## src/rtl/ilv_enc_pkg.sv

```systemverilog
package ilv_enc_pkg;

  typedef enum logic {
    ENC_FEEDFWD   = 1'b0,
    ENC_RECURSIVE = 1'b1
  } enc_kind_e;

  // bit 0: first code output, bit 1: second code output
  typedef logic [1:0] code_pair_t;

endpackage

```

## src/rtl/ilv_lane_ctr.sv

```systemverilog
module ilv_lane_ctr #(
  parameter int ILV    = 2,
  parameter int LANE_W = (ILV > 1) ? $clog2(ILV) : 1
) (
  input  logic              clk,
  input  logic              rst,
  input  logic              en,
  output logic [LANE_W-1:0] lane
);

  localparam logic [LANE_W-1:0] LAST = LANE_W'(ILV - 1);

  always_ff @(posedge clk) begin
    if (rst) begin
      lane <= '0;
    end else if (en) begin
      if (lane == LAST) lane <= '0;
      else              lane <= lane + 1'b1;
    end
  end


  lane_range_chk: assert property (@(posedge clk) disable iff (rst)
    int'(lane) < ILV);


  lane_wrap_chk: assert property (@(posedge clk) disable iff (rst)
    (en && lane == LAST) |=> lane == '0);

endmodule

```

## src/rtl/ilv_enc_core.sv

```systemverilog
module ilv_enc_core
  import ilv_enc_pkg::*;
#(
  parameter int        ILV  = 2,
  parameter enc_kind_e KIND = ENC_FEEDFWD
) (
  input  logic       clk,
  input  logic       rst,
  input  logic       en,
  input  logic       bit_in,
  output code_pair_t pair_out
);

  localparam int HW = 2 * ILV;

  // hist[j] holds the register bit from j+1 accepted samples ago
  logic [HW-1:0] hist;
  logic          tap1;
  logic          tap2;
  logic          shift_bit;

  assign tap1 = hist[ILV-1];
  assign tap2 = hist[HW-1];

  generate
    if (KIND == ENC_RECURSIVE) begin : g_rsc
      logic fb;
      assign fb        = bit_in ^ tap1 ^ tap2;
      assign shift_bit = fb;
      assign pair_out  = {fb ^ tap2, bit_in};
    end else begin : g_nrsc
      assign shift_bit = bit_in;
      assign pair_out  = {bit_in ^ tap2, bit_in ^ tap1 ^ tap2};
    end
  endgenerate

  generate
    if (HW > 1) begin : g_shift
      always_ff @(posedge clk) begin
        if (rst)     hist <= '0;
        else if (en) hist <= {hist[HW-2:0], shift_bit};
      end
    end else begin : g_one
      always_ff @(posedge clk) begin
        if (rst)     hist <= '0;
        else if (en) hist <= shift_bit;
      end
    end
  endgenerate


  hist_idle_chk: assert property (@(posedge clk) disable iff (rst)
    !en |=> $stable(hist));

endmodule

```

## src/rtl/ilv_lane_delay.sv

```systemverilog
module ilv_lane_delay
  import ilv_enc_pkg::*;
#(
  parameter int ILV      = 2,
  parameter int SLOTS    = 2,
  parameter int DLY_LANE = 1,
  parameter int LANE_W   = (ILV > 1) ? $clog2(ILV) : 1
) (
  input  logic              clk,
  input  logic              rst,
  input  logic              en,
  input  logic [LANE_W-1:0] lane,
  input  code_pair_t        pair_in,
  output code_pair_t        pair_out
);

  generate
    if (SLOTS == 0) begin : g_bypass
      assign pair_out = pair_in;
    end else begin : g_ring
      localparam int PTR_W = (SLOTS > 1) ? $clog2(SLOTS) : 1;
      localparam int CNT_W = $clog2(SLOTS + 1);

      code_pair_t       mem [SLOTS];
      logic [PTR_W-1:0] ptr;
      logic [CNT_W-1:0] fill;
      logic             mine;
      logic             full;

      assign mine = (int'(lane) == DLY_LANE);
      assign full = (fill == CNT_W'(SLOTS));

      // storage has no reset so it maps onto RAM; 'fill' masks stale words
      always_ff @(posedge clk) begin
        if (en && mine) mem[ptr] <= pair_in;
      end

      always_ff @(posedge clk) begin
        if (rst) begin
          ptr  <= '0;
          fill <= '0;
        end else if (en && mine) begin
          if (ptr == PTR_W'(SLOTS - 1)) ptr <= '0;
          else                          ptr <= ptr + 1'b1;
          if (!full) fill <= fill + 1'b1;
        end
      end

      assign pair_out = mine ? (full ? mem[ptr] : 2'b00) : pair_in;


      fill_bound_chk: assert property (@(posedge clk) disable iff (rst)
        int'(fill) <= SLOTS);


      fill_hold_chk: assert property (@(posedge clk) disable iff (rst)
        (!en || !mine) |=> $stable(fill) && $stable(ptr));
    end
  endgenerate

endmodule

```

## src/rtl/ilv_conv_encoder.sv

```systemverilog
module ilv_conv_encoder
  import ilv_enc_pkg::*;
#(
  parameter int        ILV      = 2,
  parameter int        SLOTS    = 2,
  parameter int        DLY_LANE = 1,
  parameter enc_kind_e KIND     = ENC_FEEDFWD
) (
  input  logic       clk,
  input  logic       rst,
  input  logic       valid_in,
  input  logic       bit_in,
  output logic       valid_out,
  output logic [1:0] code_out
);

  localparam int LANE_W = (ILV > 1) ? $clog2(ILV) : 1;

  logic [LANE_W-1:0] lane;
  code_pair_t        raw_pair;
  code_pair_t        dly_pair;

  ilv_lane_ctr #(.ILV(ILV), .LANE_W(LANE_W)) u_lane (
    .clk  (clk),
    .rst  (rst),
    .en   (valid_in),
    .lane (lane)
  );

  ilv_enc_core #(.ILV(ILV), .KIND(KIND)) u_core (
    .clk      (clk),
    .rst      (rst),
    .en       (valid_in),
    .bit_in   (bit_in),
    .pair_out (raw_pair)
  );

  ilv_lane_delay #(
    .ILV(ILV), .SLOTS(SLOTS), .DLY_LANE(DLY_LANE), .LANE_W(LANE_W)
  ) u_dly (
    .clk      (clk),
    .rst      (rst),
    .en       (valid_in),
    .lane     (lane),
    .pair_in  (raw_pair),
    .pair_out (dly_pair)
  );

  always_ff @(posedge clk) begin
    if (rst) begin
      valid_out <= 1'b0;
      code_out  <= 2'b00;
    end else begin
      valid_out <= valid_in;
      if (valid_in) code_out <= dly_pair;
    end
  end


  vout_rise_chk: assert property (@(posedge clk) disable iff (rst)
    valid_in |=> valid_out);


  vout_quiet_chk: assert property (@(posedge clk) disable iff (rst)
    !valid_in |=> !valid_out);


  code_hold_chk: assert property (@(posedge clk) disable iff (rst)
    !valid_in |=> $stable(code_out));

  generate
    if (KIND == ENC_RECURSIVE) begin : g_sys_chk

      systematic_chk: assert property (@(posedge clk) disable iff (rst)
        (valid_in && (SLOTS == 0 || int'(lane) != DLY_LANE))
          |=> code_out[0] == $past(bit_in));
    end
  endgenerate

endmodule

```

## config.mk

```make
export PLATFORM = sky130hd
export DESIGN_NAME = ilv_conv_encoder
export DESIGN_NICKNAME = d
export VERILOG_FILES = /design/src/rtl/ilv_enc_pkg.sv /design/src/rtl/ilv_lane_ctr.sv /design/src/rtl/ilv_enc_core.sv /design/src/rtl/ilv_lane_delay.sv /design/src/rtl/ilv_conv_encoder.sv
export SDC_FILE = /design/constraint.sdc
export NUM_CORES = 1
export LEC_CHECK = 0
export BUFFER_PORTS_ARGS = -buffer_cell sky130_fd_sc_hd__buf_2
export CAP_MARGIN = 40
export CORE_MARGIN = 2
export CORE_UTILIZATION = 40
export DETAILED_ROUTE_END_ITERATION = 12
export PLACE_DENSITY = 0.58
export RECOVER_POWER = 50
export SLEW_MARGIN = 5
export SYNTH_ARGS = -nofsm -noshare
export SYNTH_HDL_FRONTEND = slang
export SYNTH_HIERARCHICAL = 1
export SYNTH_SLANG_ARGS = --single-unit
export TNS_END_PERCENT = 5
```

## constraint.sdc

```tcl
create_clock -name clk -period 1.5 [get_ports clk]
set_input_delay 0.075 -clock clk [delete_from_list [all_inputs] [get_ports clk]]
set_output_delay 0.075 -clock clk [all_outputs]
set_load 0.005 [all_outputs]
```

**Word level (Yosys, flattened, before mapping)**

Memory sizes are Yosys's and may differ from the RTL's. A register that Yosys moved wholly into a read port is not among the register bits.
Index checks and enable logic that the tools add are counted.

- Register bits: 11
- RAM bits: 4
- Input port bits: 4
- Output and inout bits: 3
- Logic and storage cells: 25
- Memories: 1

- Add/sub/neg operators: 3
- Eq/ne operators: 1
- Multiplexer cells: 8
- Bitwise logic cells: 4
- Reductions and logical operators: 2

Memories:

| name | words | bits a word | read ports | clocked after Yosys merged registers in | write ports | line | source |
|---|---|---|---|---|---|---|---|
| u_dly.g_ring.mem | 2 | 2 | 1 | 1 | 1 | ilv_lane_delay.sv:24 | `code_pair_t mem [SLOTS];` |

Operator list:

| cell | count |
|---|---|
| $mux W1 | 6 |
| $mux W2 | 2 |
| $xor A1 B1 Y1 | 3 |
| $add A1 B1 Y1 const B | 2 |
| $add A2 B1 Y2 const B | 1 |
| $eq A2 B2 Y1 const B | 1 |
| $reduce_and A2 Y1 | 1 |
| $logic_and A1 B1 Y1 | 1 |
| $not A1 Y1 | 1 |

**Longest topological paths before layout**

Gate-level depths: netlist of run 1.

- Depth in word-level cells: 4
- Mapped depth: 6
- Mapped depth without buffers: 6

**Hierarchy**

Netlist of run 1, hierarchy kept.

Modules (own cells, without submodules):

| module | times used | cells each | area an instance (sq um) | seq. area each (sq um) |
|---|---|---|---|---|
| ilv_lane_delay | 1 | 30 | 356.6 | 200.2 |
| ilv_enc_core | 1 | 15 | 157.7 | 80.1 |
| ilv_conv_encoder | 1 | 8 | 93.8 | 60.1 |
| ilv_lane_ctr | 1 | 3 | 32.5 | 20.0 |

**Worst setup path after synthesis of run 1**

No wires, ideal clock.

- Kind: reg-to-reg
- From: register u_core.hist[3]
- To: register code_out[0]
- Setup time: 64 ps
- Data arrival time: 1123 ps
- Data required time: 1436 ps
- Slack: 314 ps
- Cell stages (with the launch flop): 7
- Buffers on the path: 0
- Period minus slack after synthesis: 1186 ps
- Path through: dfxtp_1 xor2_1 xor2_1 inv_1 o22ai_1 mux2i_1 nor2_1

- Cells in the longest elaborated chain, start to end: 2

Ends and longest elaborated chain:

| what | line | source |
|---|---|---|
| from (decl) | ilv_enc_core.sv:17 | `logic [HW-1:0] hist;` |
| from (signal assigned) | ilv_enc_core.sv:41 | `else if (en) hist <= {hist[HW-2:0], shift_bit};` |
| $xor A1 B1 Y1 | ilv_enc_core.sv:33 | `assign pair_out = {bit_in ^ tap2, bit_in ^ tap1 ^ tap2};` |
| named net raw_pair[0] | ilv_conv_encoder.sv:20 | `code_pair_t raw_pair;` |
| $mux W2 | ilv_lane_delay.sv:49 | `assign pair_out = mine ? (full ? mem[ptr] : 2'b00) : pair_in;` |
| named net dly_pair[0] | ilv_conv_encoder.sv:21 | `code_pair_t dly_pair;` |
| to (signal assigned) | ilv_conv_encoder.sv:55 | `if (valid_in) code_out <= dly_pair;` |
| to (decl) | ilv_conv_encoder.sv:14 | `output logic [1:0] code_out` |

The timed path passes the listed nets, and every way through them passes these cells.
A chain may end at the register's enable or synchronous reset.

**Final worst setup path of run 1**

- From: register u_dly.g_ring.fill[0]
- To: register u_dly.g_ring.fill[0]

- Cells in the longest elaborated chain, start to end: 3
- Elaborated cells between the ends (all ways): 4
- Classes of those cells: 1 x add/sub; 1 x eq/ne; 1 x bitwise; 1 x reduce/logical

Ends and longest elaborated chain:

| what | line | source |
|---|---|---|
| from (decl) | ilv_lane_delay.sv:26 | `logic [CNT_W-1:0] fill;` |
| from (signal assigned) | ilv_lane_delay.sv:45 | `if (!full) fill <= fill + 1'b1;` |
| $eq A2 B2 Y1 | ilv_lane_delay.sv:31 | `assign full = (fill == CNT_W'(SLOTS));` |
| $not A1 Y1 (no line) | n/a |  |
| $reduce_and A2 Y1 (no line) | n/a |  |

Parallel ways exist; a longest one is shown, timed or not.

==> flow_summary.json, run 1 <==
{
  "status": "finished, final reports clean",
  "hold_viol_final": 0,
  "syn-cell-area_um2": 641,
  "synth_seq_area_share": 0.563,
  "postPlaceCellArea_um2": 693,
  "combPwrFrac": 0.097,
  "synth.avg_cell_area_um2": 11.4,
  "io_pins": 7,
  "antenna_found_initial": 0,
  "design_area_um2": 722,
  "cp_top_family": "flip-flops",
  "worstSkewPairLatency_ns": 0.28,
  "fin_crit_ns": 1.29,
  "syn-num-nets": 61,
  "cp.required_ns": 1.68,
  "area_delta_synth_final_pct": 12.7,
  "pre_cts_slack_ns": 0.244,
  "final-instance-count-excl-fill": 82,
  "fin_tns_setup_ns": 0,
  "route.detailed.drc": 0,
  "dp_cells": 78,
  "yosysMostFrequentCell": "dfxtp_1",
  "final_nets": 72,
  "fp.dieArea_um2": 1940,
  "yosysUniqueCellTypes": 20,
  "swShare": 0.221,
  "cts_hold_buffers": 0,
  "vias": 402,
  "synth_top_cell_by_area": "dfxtp_1",
  "rsz0062_at_grt": "no",
  "grt_max_degree": 14,
  "synthTopCellsByArea": "dfxtp_1, edfxtp_1, mux2i_1",
  "cp_slowest_cell": "dfxtp_1",
  "clkPwrFrac": 0.329,
  "p_int_mw": 0.654,
  "drtIter0Drc": 3,
  "grt_overflow": 0,
  "rows": 14,
  "htree_levels": 1,
  "diodes": 0,
  "fin_crit_sh": 0.859,
  "critPathMaxStageDelay_ns": 0.36,
  "ys_warn_count": 6,
  "port_buffers": 6,
  "ys_seq_elements": 16,
  "fillCellCount": 156,
  "fp.dieH_um": 44.0,
  "power.density_nw_per_um2": 1160,
  "setup_slack_ns": 0.211,
  "cts_tree": "built",
  "switchingPower_mw": 0.185,
  "drv_cap": 0,
  "initial_utilization": 0.425,
  "routed_wl_um": 911,
  "slew_violations": 0,
  "track_usage": 0.123,
  "clock-skew-final_ns": 0.00223,
  "synth_edf_count": 4,
  "worst_hold_path_type": "primary input to flop",
  "die-width_um": 44.0,
  "cp-start-kind": "flop",
  "synth_top_area_share": 0.375,
  "cts_resized": 0,
  "clk_pin_slew_worst_paths_ns": 0.09,
  "syn_inst": 56,
  "grt_pass1_wl_um": 1640,
  "first_pass_iters": 2,
  "wl_per_cell_um": 11.1,
  "vias_per_cell": 4.90,
  "cts_buffers": 3,
  "async_reset_ff_frac": 0,
  "worst_pin_slew_ns": 0.703,
  "crit_buf_inv": 1,
  "setup_viol": 0,
  "post_cts_buffers": 0,
  "worst_ep_arrival_time_ns": 1.47,
  "relSlewSlack": 0.531,
  "place_hpwl_um": 657,
  "root_buffer": "clkbuf_4",
  "drive_gt1_frac": 0.167,
  "seqPwrFrac": 0.574,
  "cp-end-kind": "flop",
  "gp_congestion": 0.679,
  "drtAntennaViolNets": 0,
  "vdd_drop_max_mv": 0.809,
  "synthTopCellsByCount": "dfxtp_1, mux2i_1, nor2_1",
  "core-area_um2": 1510,
  "grt_pass1_vias": 358,
  "crit_path_cell_trace": "inv_1, ha_1, nand3b_2, mux2_4",
  "max_freq_mhz": 776,
  "clock_sinks": 16,
  "critical_path_class": "flop to flop",
  "leakagePower_nw": 0.312,
  "cp_max_fo": 3,
  "synthFlopType": "dfxtp_1",
  "cts_buffer_depth": 2
}
## cell families after synthesis
family,Yosys count,synth area share
buffers and inverters,6,0.0371
muxes,9,0.148
and+or+nand+nor,15,0.129
DFF,16,0.563
AOI/OAI and AO/OA,6,0.0625
xor gates and xnor gates,3,0.0410
adders and majority gates,1,0.0195
## cell usage in the layout, fill, tap and decap left out, types with 2 or more instances in the layout
cell type / netlist / routed
a21oi_1: 2 / 2
buf_2: 0 / 3
clkbuf_1: 0 / 4
clkbuf_4: 0 / 3
dfxtp_1: 12 / 12
edfxtp_1: 4 / 4
inv_1: 5 / 5
mux2i_1: 8 / 8
nor2_1: 8 / 8
nor2b_1: 2 / 2
o22ai_1: 2 / 2
xor2_1: 2 / 2
## cell type report
type / count / area, um2 / area share
Timing Repair Buffer: 7 / 30.0 / 0.0416
Clock buffer: 4 / 36.3 / 0.0503
Multi-Input combinational cell: 34 / 256 / 0.355
Inverter: 5 / 18.8 / 0.0260
Sequential cell: 16 / 360 / 0.499
Tap cell: 16 / 20.0 / 0.0277
## per-stage QoR
stage          hold WS (ns)  utilization  total power [mW]
3_5_place_dp          0.356        0.460             0.576
3_3_place_gp          0.349        0.460             0.575
5_1_grt              0.0646        0.479             0.889
2_1_floorplan         0.144            -             0.546
6_report             0.0559        0.479             0.839
4_1_cts              0.0542        0.484             0.854
## layer usage
layer	GRT usage	share of wire
met5	0	0
met4	0.0364	0
met3	0.0735	0.046
met2	0.162	0.44
met1	0.170	0.52
## power groups by stage
stage	sequential [mW]	combinational [mW]	clock (mW)
6_report	0.482	0.0814	0.276
5_1_grt	0.485	0.0923	0.312
4_1_cts	0.482	0.0847	0.288
3_5_place_dp	0.492	0.0842	0
3_3_place_gp	0.492	0.0833	0
2_1_floorplan	0.489	0.0566	0
## worst register-to-register path: cells and delay by family, from the launching register on
family,cells,cell delay [ns]
flip-flops,1,0.36
AND/OR/NAND/NOR,1,0.23
multiplexers,1,0.32
buffers and inverters,1,0.05
adder cells (fa/ha/maj),1,0.21
## registers in the layout (all words and copies together) (netlist names), named ones only
name               count
u_core/hist            4
valid_out              1
code_out               2
u_lane/lane            1
u_dly/g_ring.ptr       1
u_dly/g_ring.mem       4
u_dly/g_ring.fill      2
## worst paths after layout
check | slack (ns) | to | start | depth (start not counted)
worst max-delay path | 0.21 | u_dly/g_ring.fill[0] | u_dly/g_ring.fill[0] | 4
worst min-delay path | 0.06 | u_core/hist[0] | bit_in | 3
worst max register to register | 0.21 | u_dly/g_ring.fill[0] | u_dly/g_ring.fill[0] | 4
worst min register to register | 0.49 | u_dly/g_ring.fill[1] | u_dly/g_ring.fill[1] | 2
Power figures use the tool's default switching activity.
==> run 2, diff against run 1 <==
--- a/config.mk
+++ b/config.mk
@@ -9,6 +9,7 @@
 export CAP_MARGIN = 40
 export CORE_MARGIN = 2
 export CORE_UTILIZATION = 40
+export CTS_CLUSTER_DIAMETER = 60
 export DETAILED_ROUTE_END_ITERATION = 12
 export PLACE_DENSITY = 0.58
 export RECOVER_POWER = 50
==> constraint.sdc (replaced) <==
create_clock -name clk -period 1.4 [get_ports clk]
set_input_delay 0.07 -clock clk [delete_from_list [all_inputs] [get_ports clk]]
set_output_delay 0.07 -clock clk [all_outputs]
set_load 0.005 [all_outputs]
==> run 2 against run 1 <==
Non-clock buffer count did not move. Register-to-register slack got worse by 0.07 ns. Die area did not move. Routed wire length rose by 2.0%. Combinational power rose by 9.2%. Final cell count did not move. Largest cell class unchanged. Highest routed layer unchanged.
==> flow_summary.json, run 2 (synthesis results as in run 1) <==
{
  "vias": 404,
  "final_nets": 72,
  "die-width_um": 44.0,
  "routed_wl_um": 929,
  "critical_path_class": "flop to flop",
  "fp.dieH_um": 44.0,
  "largest_registers": "u_core/hist: 4 flops, u_dly/g_ring.mem: 4 flops",
  "worst_pin_slew_ns": 0.306,
  "grt_overflow": 0,
  "p_int_mw": 0.702,
  "seq_area_um2": 360,
  "worstRegToRegCells": 4,
  "fp.dieArea_um2": 1940,
  "cts_tree": "built",
  "power.density_nw_per_um2": 1240,
  "initial_utilization": 0.425,
  "core-area_um2": 1510,
  "relSlewSlack": 0.795,
  "drv_cap": 0,
  "swShare": 0.229,
  "grt_pass1_vias": 385,
  "route.detailed.drc": 0,
  "leakagePower_nw": 0.318,
  "worst_hold_path.endpoint": "u_core/hist[0]",
  "clock-skew-final_ns": 0.00539,
  "reg2reg_to": "u_dly/g_ring.fill[0]",
  "cp-start-kind": "flop",
  "cts_hold_buffers": 0,
  "final_common_cell": "dfxtp_1",
  "area_delta_synth_final_pct": 14.3,
  "htree_levels": 1,
  "worstHoldStart": "bit_in",
  "vdd_drop_max_mv": 0.501,
  "clk_pin_slew_worst_paths_ns": 0.10,
  "cp-end-kind": "flop",
  "first_pass_iters": 1,
  "hold_viol_final": 0,
  "fin_tns_setup_ns": 0,
  "diodes": 0,
  "io_pins": 7,
  "track_usage": 0.132,
  "fillCellCount": 155,
  "drtIter0Drc": 0,
  "fin_crit_ns": 1.26,
  "wl_per_cell_um": 11.3,
  "antenna_found_initial": 0,
  "cp_max_fo": 3,
  "switchingPower_mw": 0.208,
  "port_buffers": 6,
  "grt_max_degree": 14,
  "drtAntennaViolNets": 0,
  "cp.required_ns": 1.59,
  "worst_ep_arrival_time_ns": 1.45,
  "reg2reg_setup_slack_ns": 0.14,
  "cts_buffers": 3,
  "clock_sinks": 16,
  "postPlaceCellArea_um2": 693,
  "worst_hold_path_type": "primary input to flop",
  "hold_depth": 3,
  "setup_viol": 0,
  "root_buffer": "clkbuf_4",
  "multi_input_area_um2": 264,
  "layout_common_cells": "dfxtp_1, mux2i_1, nor2_1",
  "vias_per_cell": 4.93,
  "combPwrFrac": 0.098,
  "gp_congestion": 0.666,
  "place_hpwl_um": 653,
  "r2r-start": "u_dly/g_ring.fill[0]",
  "drive_gt1_frac": 0.212,
  "grt_pass1_wl_um": 1700,
  "rows": 14,
  "design_area_um2": 732,
  "fin_crit_sh": 0.901,
  "rsz0062_at_grt": "no",
  "max_freq_mhz": 793,
  "worstSkewPairLatency_ns": 0.29,
  "status": "finished, final reports clean",
  "cts_buffer_depth": 2,
  "slew_violations": 0,
  "seqPwrFrac": 0.567,
  "clkPwrFrac": 0.336
}
run 2: changes by cell type in the layout (fill, tap and decap cells not counted), sizes merged:
cell / change
clkbuf: -2
buf: +2
run 2: worst max-delay path by stage:
| stage | endpoint | startpoint |
|---|---|---|
| 3_5_place_dp | code_out[0] | u_core/hist[3] |
| 2_1_floorplan | code_out[0] | u_core/hist[3] |
| 3_3_place_gp | code_out[0] | u_core/hist[3] |
| 6_report | u_dly/g_ring.fill[0] | u_dly/g_ring.fill[0] |
| 5_1_grt | code_out[0] | u_core/hist[3] |
| 4_1_cts | code_out[0] | u_core/hist[3] |
run 2: power groups by stage:
stage	registers (mW)	logic, mW	clock network [mW]
CTS	0.516	0.0910	0.315
finish	0.516	0.0889	0.306
global route	0.520	0.102	0.343
global placement	0.526	0.0894	0
floorplan	0.524	0.0606	0
detailed placement	0.527	0.0911	0
run 2: per-layer routing:
metal | vias up | GRT usage | share of wire
li1 | 212 | - | -
met1 | 189 | 0.160 | 0.50
met2 | 3 | 0.176 | 0.48
met3 | 0 | 0.0490 | 0.022
met4 | 0 | 0.127 | 0
met5 | - | 0 | 0
run 2: worst max-delay path: stages, from the launching register on:
cell      delay, ns
dfxtp_1        0.36
inv_1          0.05
ha_1           0.21
nand3b_2       0.23
mux2_4         0.31
run 2: layout make-up:
class / count / area share
flip-flops and latches: 16 / 0.492
repair buffers: 7 / 0.0444
inverters: 5 / 0.0256
clock buffers: 4 / 0.0496
well taps: 16 / 0.0274
multi-input cells: 34 / 0.361
run 2: per-stage QoR:
step	utilization	hold WS [ns]	std cells	setup WS, ns	power [mW]
5_1_grt	0.486	0.0844	82	0.00573	0.965
3_5_place_dp	0.460	0.349	78	0.122	0.618
2_1_floorplan	-	0.139	56	0.214	0.585
4_1_cts	0.484	0.0484	82	0.0997	0.923
3_3_place_gp	0.460	0.330	78	0.128	0.616
6_report	0.486	0.0765	82	0.139	0.911
run 2: repair_timing:
action,in CTS,in global routing
endpoints found under the setup margin,0,1
setup buffers,0,0
resized for setup,0,1
==> run 3, diff against run 2 <==
--- a/config.mk
+++ b/config.mk
@@ -6,12 +6,12 @@
 export NUM_CORES = 1
 export LEC_CHECK = 0
 export BUFFER_PORTS_ARGS = -buffer_cell sky130_fd_sc_hd__buf_2
-export CAP_MARGIN = 40
+export CAP_MARGIN = 20
 export CORE_MARGIN = 2
 export CORE_UTILIZATION = 40
 export CTS_CLUSTER_DIAMETER = 60
 export DETAILED_ROUTE_END_ITERATION = 12
-export PLACE_DENSITY = 0.58
+export PLACE_DENSITY = 0.66
 export RECOVER_POWER = 50
 export SLEW_MARGIN = 5
 export SYNTH_ARGS = -nofsm -noshare
==> constraint.sdc (replaced) <==
create_clock -name clk -period 1.4 [get_ports clk]
set_input_delay 0.07 -clock clk [delete_from_list [all_inputs] [get_ports clk]]
set_output_delay 0.07 -clock clk [all_outputs]
set_load 0.1 [all_outputs]
==> run 3 against run 2 <==
Non-clock buffer count grew 2. Maximum frequency shrank 3.7%. Via count shrank 0.25%. Worst setup slack lost 0.048 ns. Critical path depth grew 2. Die area is the same. Hold slack gained 0.00097 ns. Largest power group unchanged.
==> flow_summary.json, run 3 (synthesis results as in run 1) <==
{
  "status": "finished, final reports clean",
  "cp.required_ns": 1.62,
  "clock_sinks": 16,
  "diodes": 0,
  "cts_hold_buffers": 0,
  "io_pins": 7,
  "crit_path_cell_trace": "xor2_2, xor2_1, inv_1, o22ai_1, mux2i_1, nor2_1",
  "drive_gt1_frac": 0.235,
  "die-width_um": 44.0,
  "final_nets": 74,
  "first_pass_iters": 2,
  "clk_pin_slew_worst_paths_ns": 0.09,
  "crit_buf_inv": 1,
  "reg2reg_setup_slack_ns": 0.09,
  "cts_buffers": 3,
  "fp.dieH_um": 44.0,
  "setup_viol": 0,
  "cp_top_family": "XOR/XNOR gates",
  "max_freq_mhz": 764,
  "port_buffers": 6,
  "grt_pass1_wl_um": 1610,
  "fillCellCount": 149,
  "core-area_um2": 1510,
  "cts_buffer_depth": 2,
  "grt_overflow": 0,
  "wl_per_cell_um": 11.3,
  "fin_crit_ns": 1.31,
  "place_hpwl_um": 652,
  "r2r-start": "u_core/hist[3]",
  "drtIter0Drc": 1,
  "antenna_found_initial": 0,
  "hold_viol_final": 0,
  "routed_wl_um": 946,
  "initial_utilization": 0.425,
  "critPathMaxStageDelay_ns": 0.39,
  "root_buffer": "clkbuf_4",
  "drtAntennaViolNets": 0,
  "fin_util": 0.490,
  "worstRegToRegCells": 6,
  "hold_depth": 3,
  "slew_violations": 0,
  "vdd_drop_max_mv": 0.484,
  "worst_hold_path.endpoint": "u_core/hist[0]",
  "final_common_cell": "dfxtp_1",
  "worst_pin_slew_ns": 0.485,
  "track_usage": 0.118,
  "htree_levels": 1,
  "vias_per_cell": 4.80,
  "grt_pass1_vias": 384,
  "power.density_nw_per_um2": 1220,
  "largest_registers": "u_core/hist: 4 flops, u_dly/g_ring.mem: 4 flops",
  "route.detailed.drc": 0,
  "fp.dieArea_um2": 1940,
  "critical_path_class": "flop to flop",
  "worst_ep_arrival_time_ns": 1.53,
  "rows": 14,
  "gp_congestion": 0.642,
  "grt_max_degree": 14,
  "cp-start-kind": "flop",
  "worst_hold_path_type": "primary input to flop",
  "clock-skew-final_ns": 0.00164,
  "worstSkewPairLatency_ns": 0.28,
  "worstHoldStart": "bit_in",
  "area_delta_synth_final_pct": 15.2,
  "cp_max_fo": 3,
  "vias": 403,
  "cts_tree": "built",
  "drv_cap": 0,
  "fin_crit_sh": 0.935,
  "cp_slowest_cell": "dfxtp_1",
  "layout_common_cells": "dfxtp_1, mux2i_1, nor2_1",
  "reg2reg_to": "code_out[0]",
  "relSlewSlack": 0.679,
  "cp-end-kind": "flop",
  "timing.hold.ws_ns": 0.0775,
  "leakagePower_nw": 0.326
}
run 3: worst max-delay path by stage:
stage | from | to | slack, ns | depth (start not counted)
finish | u_core/hist[3] | code_out[0] | 0.09 | 6
global route | u_core/hist[3] | code_out[0] | -0.02 | 6
CTS | u_core/hist[3] | code_out[0] | 0.06 | 6
global placement | u_core/hist[3] | code_out[0] | 0.14 | 6
detailed placement | u_core/hist[3] | code_out[0] | 0.10 | 6
floorplan | code_out[0] | code_out[0] | 0.16 | 2
run 3: metrics by stage:
step / instances / total power, mW / worst slack, ns / cell area (um2) / TNS, ns
after global placement: 78 / 0.654 / 0.144 / 693 / 0
after floorplan: 56 / 0.625 / 0.160 / 641 / 0
after detailed placement: 78 / 0.658 / 0.101 / 693 / 0
after global routing: 84 / 0.946 / -0.0232 / 738 / -0.0232
final: 84 / 0.897 / 0.0903 / 738 / 0
after CTS: 82 / 0.902 / 0.0590 / 719 / 0
run 3: worst register-to-register path: stages, from the launching register on:
cell and delay [ns]:
dfxtp_1 0.39, xor2_2 0.17, xor2_1 0.27, inv_1 0.07, o22ai_1 0.17, mux2i_1 0.10, nor2_1 0.09
run 3: layout make-up:
| class | count | area, um2 | share of cell area |
|---|---|---|---|
| tap | 16 | 20.0 | 0.0271 |
| clock buffer | 3 | 22.5 | 0.0305 |
| timing repair buffer | 9 | 48.8 | 0.0661 |
| clock inverter | 1 | 3.75 | 0.00508 |
| multi-input combinational | 34 | 264 | 0.358 |
| inverter | 5 | 18.8 | 0.0254 |
| sequential | 16 | 360 | 0.488 |
run 3: per-layer routing:
metal	share of wire	track usage	vias to the layer above
met5	0	0	-
met4	0.0095	0.109	0
met3	0.022	0.0245	2
met2	0.47	0.156	2
met1	0.49	0.160	185
li1	-	-	214
run 3: power breakdown:
group / internal (mW) / switching, mW
registers: 0.498 / 0.0176
clock network: 0.103 / 0.141
logic: 0.0518 / 0.0851
total: 0.654 / 0.244
run 3: what timing repair did:
| item | 4_1_cts | 5_1_grt |
|---|---|---|
| gates resized for setup | 0 | 1 |
| hold endpoints to repair | 0 | 0 |
| endpoints found under the setup margin | 0 | 1 |
| buffers inserted | 0 | 2 |
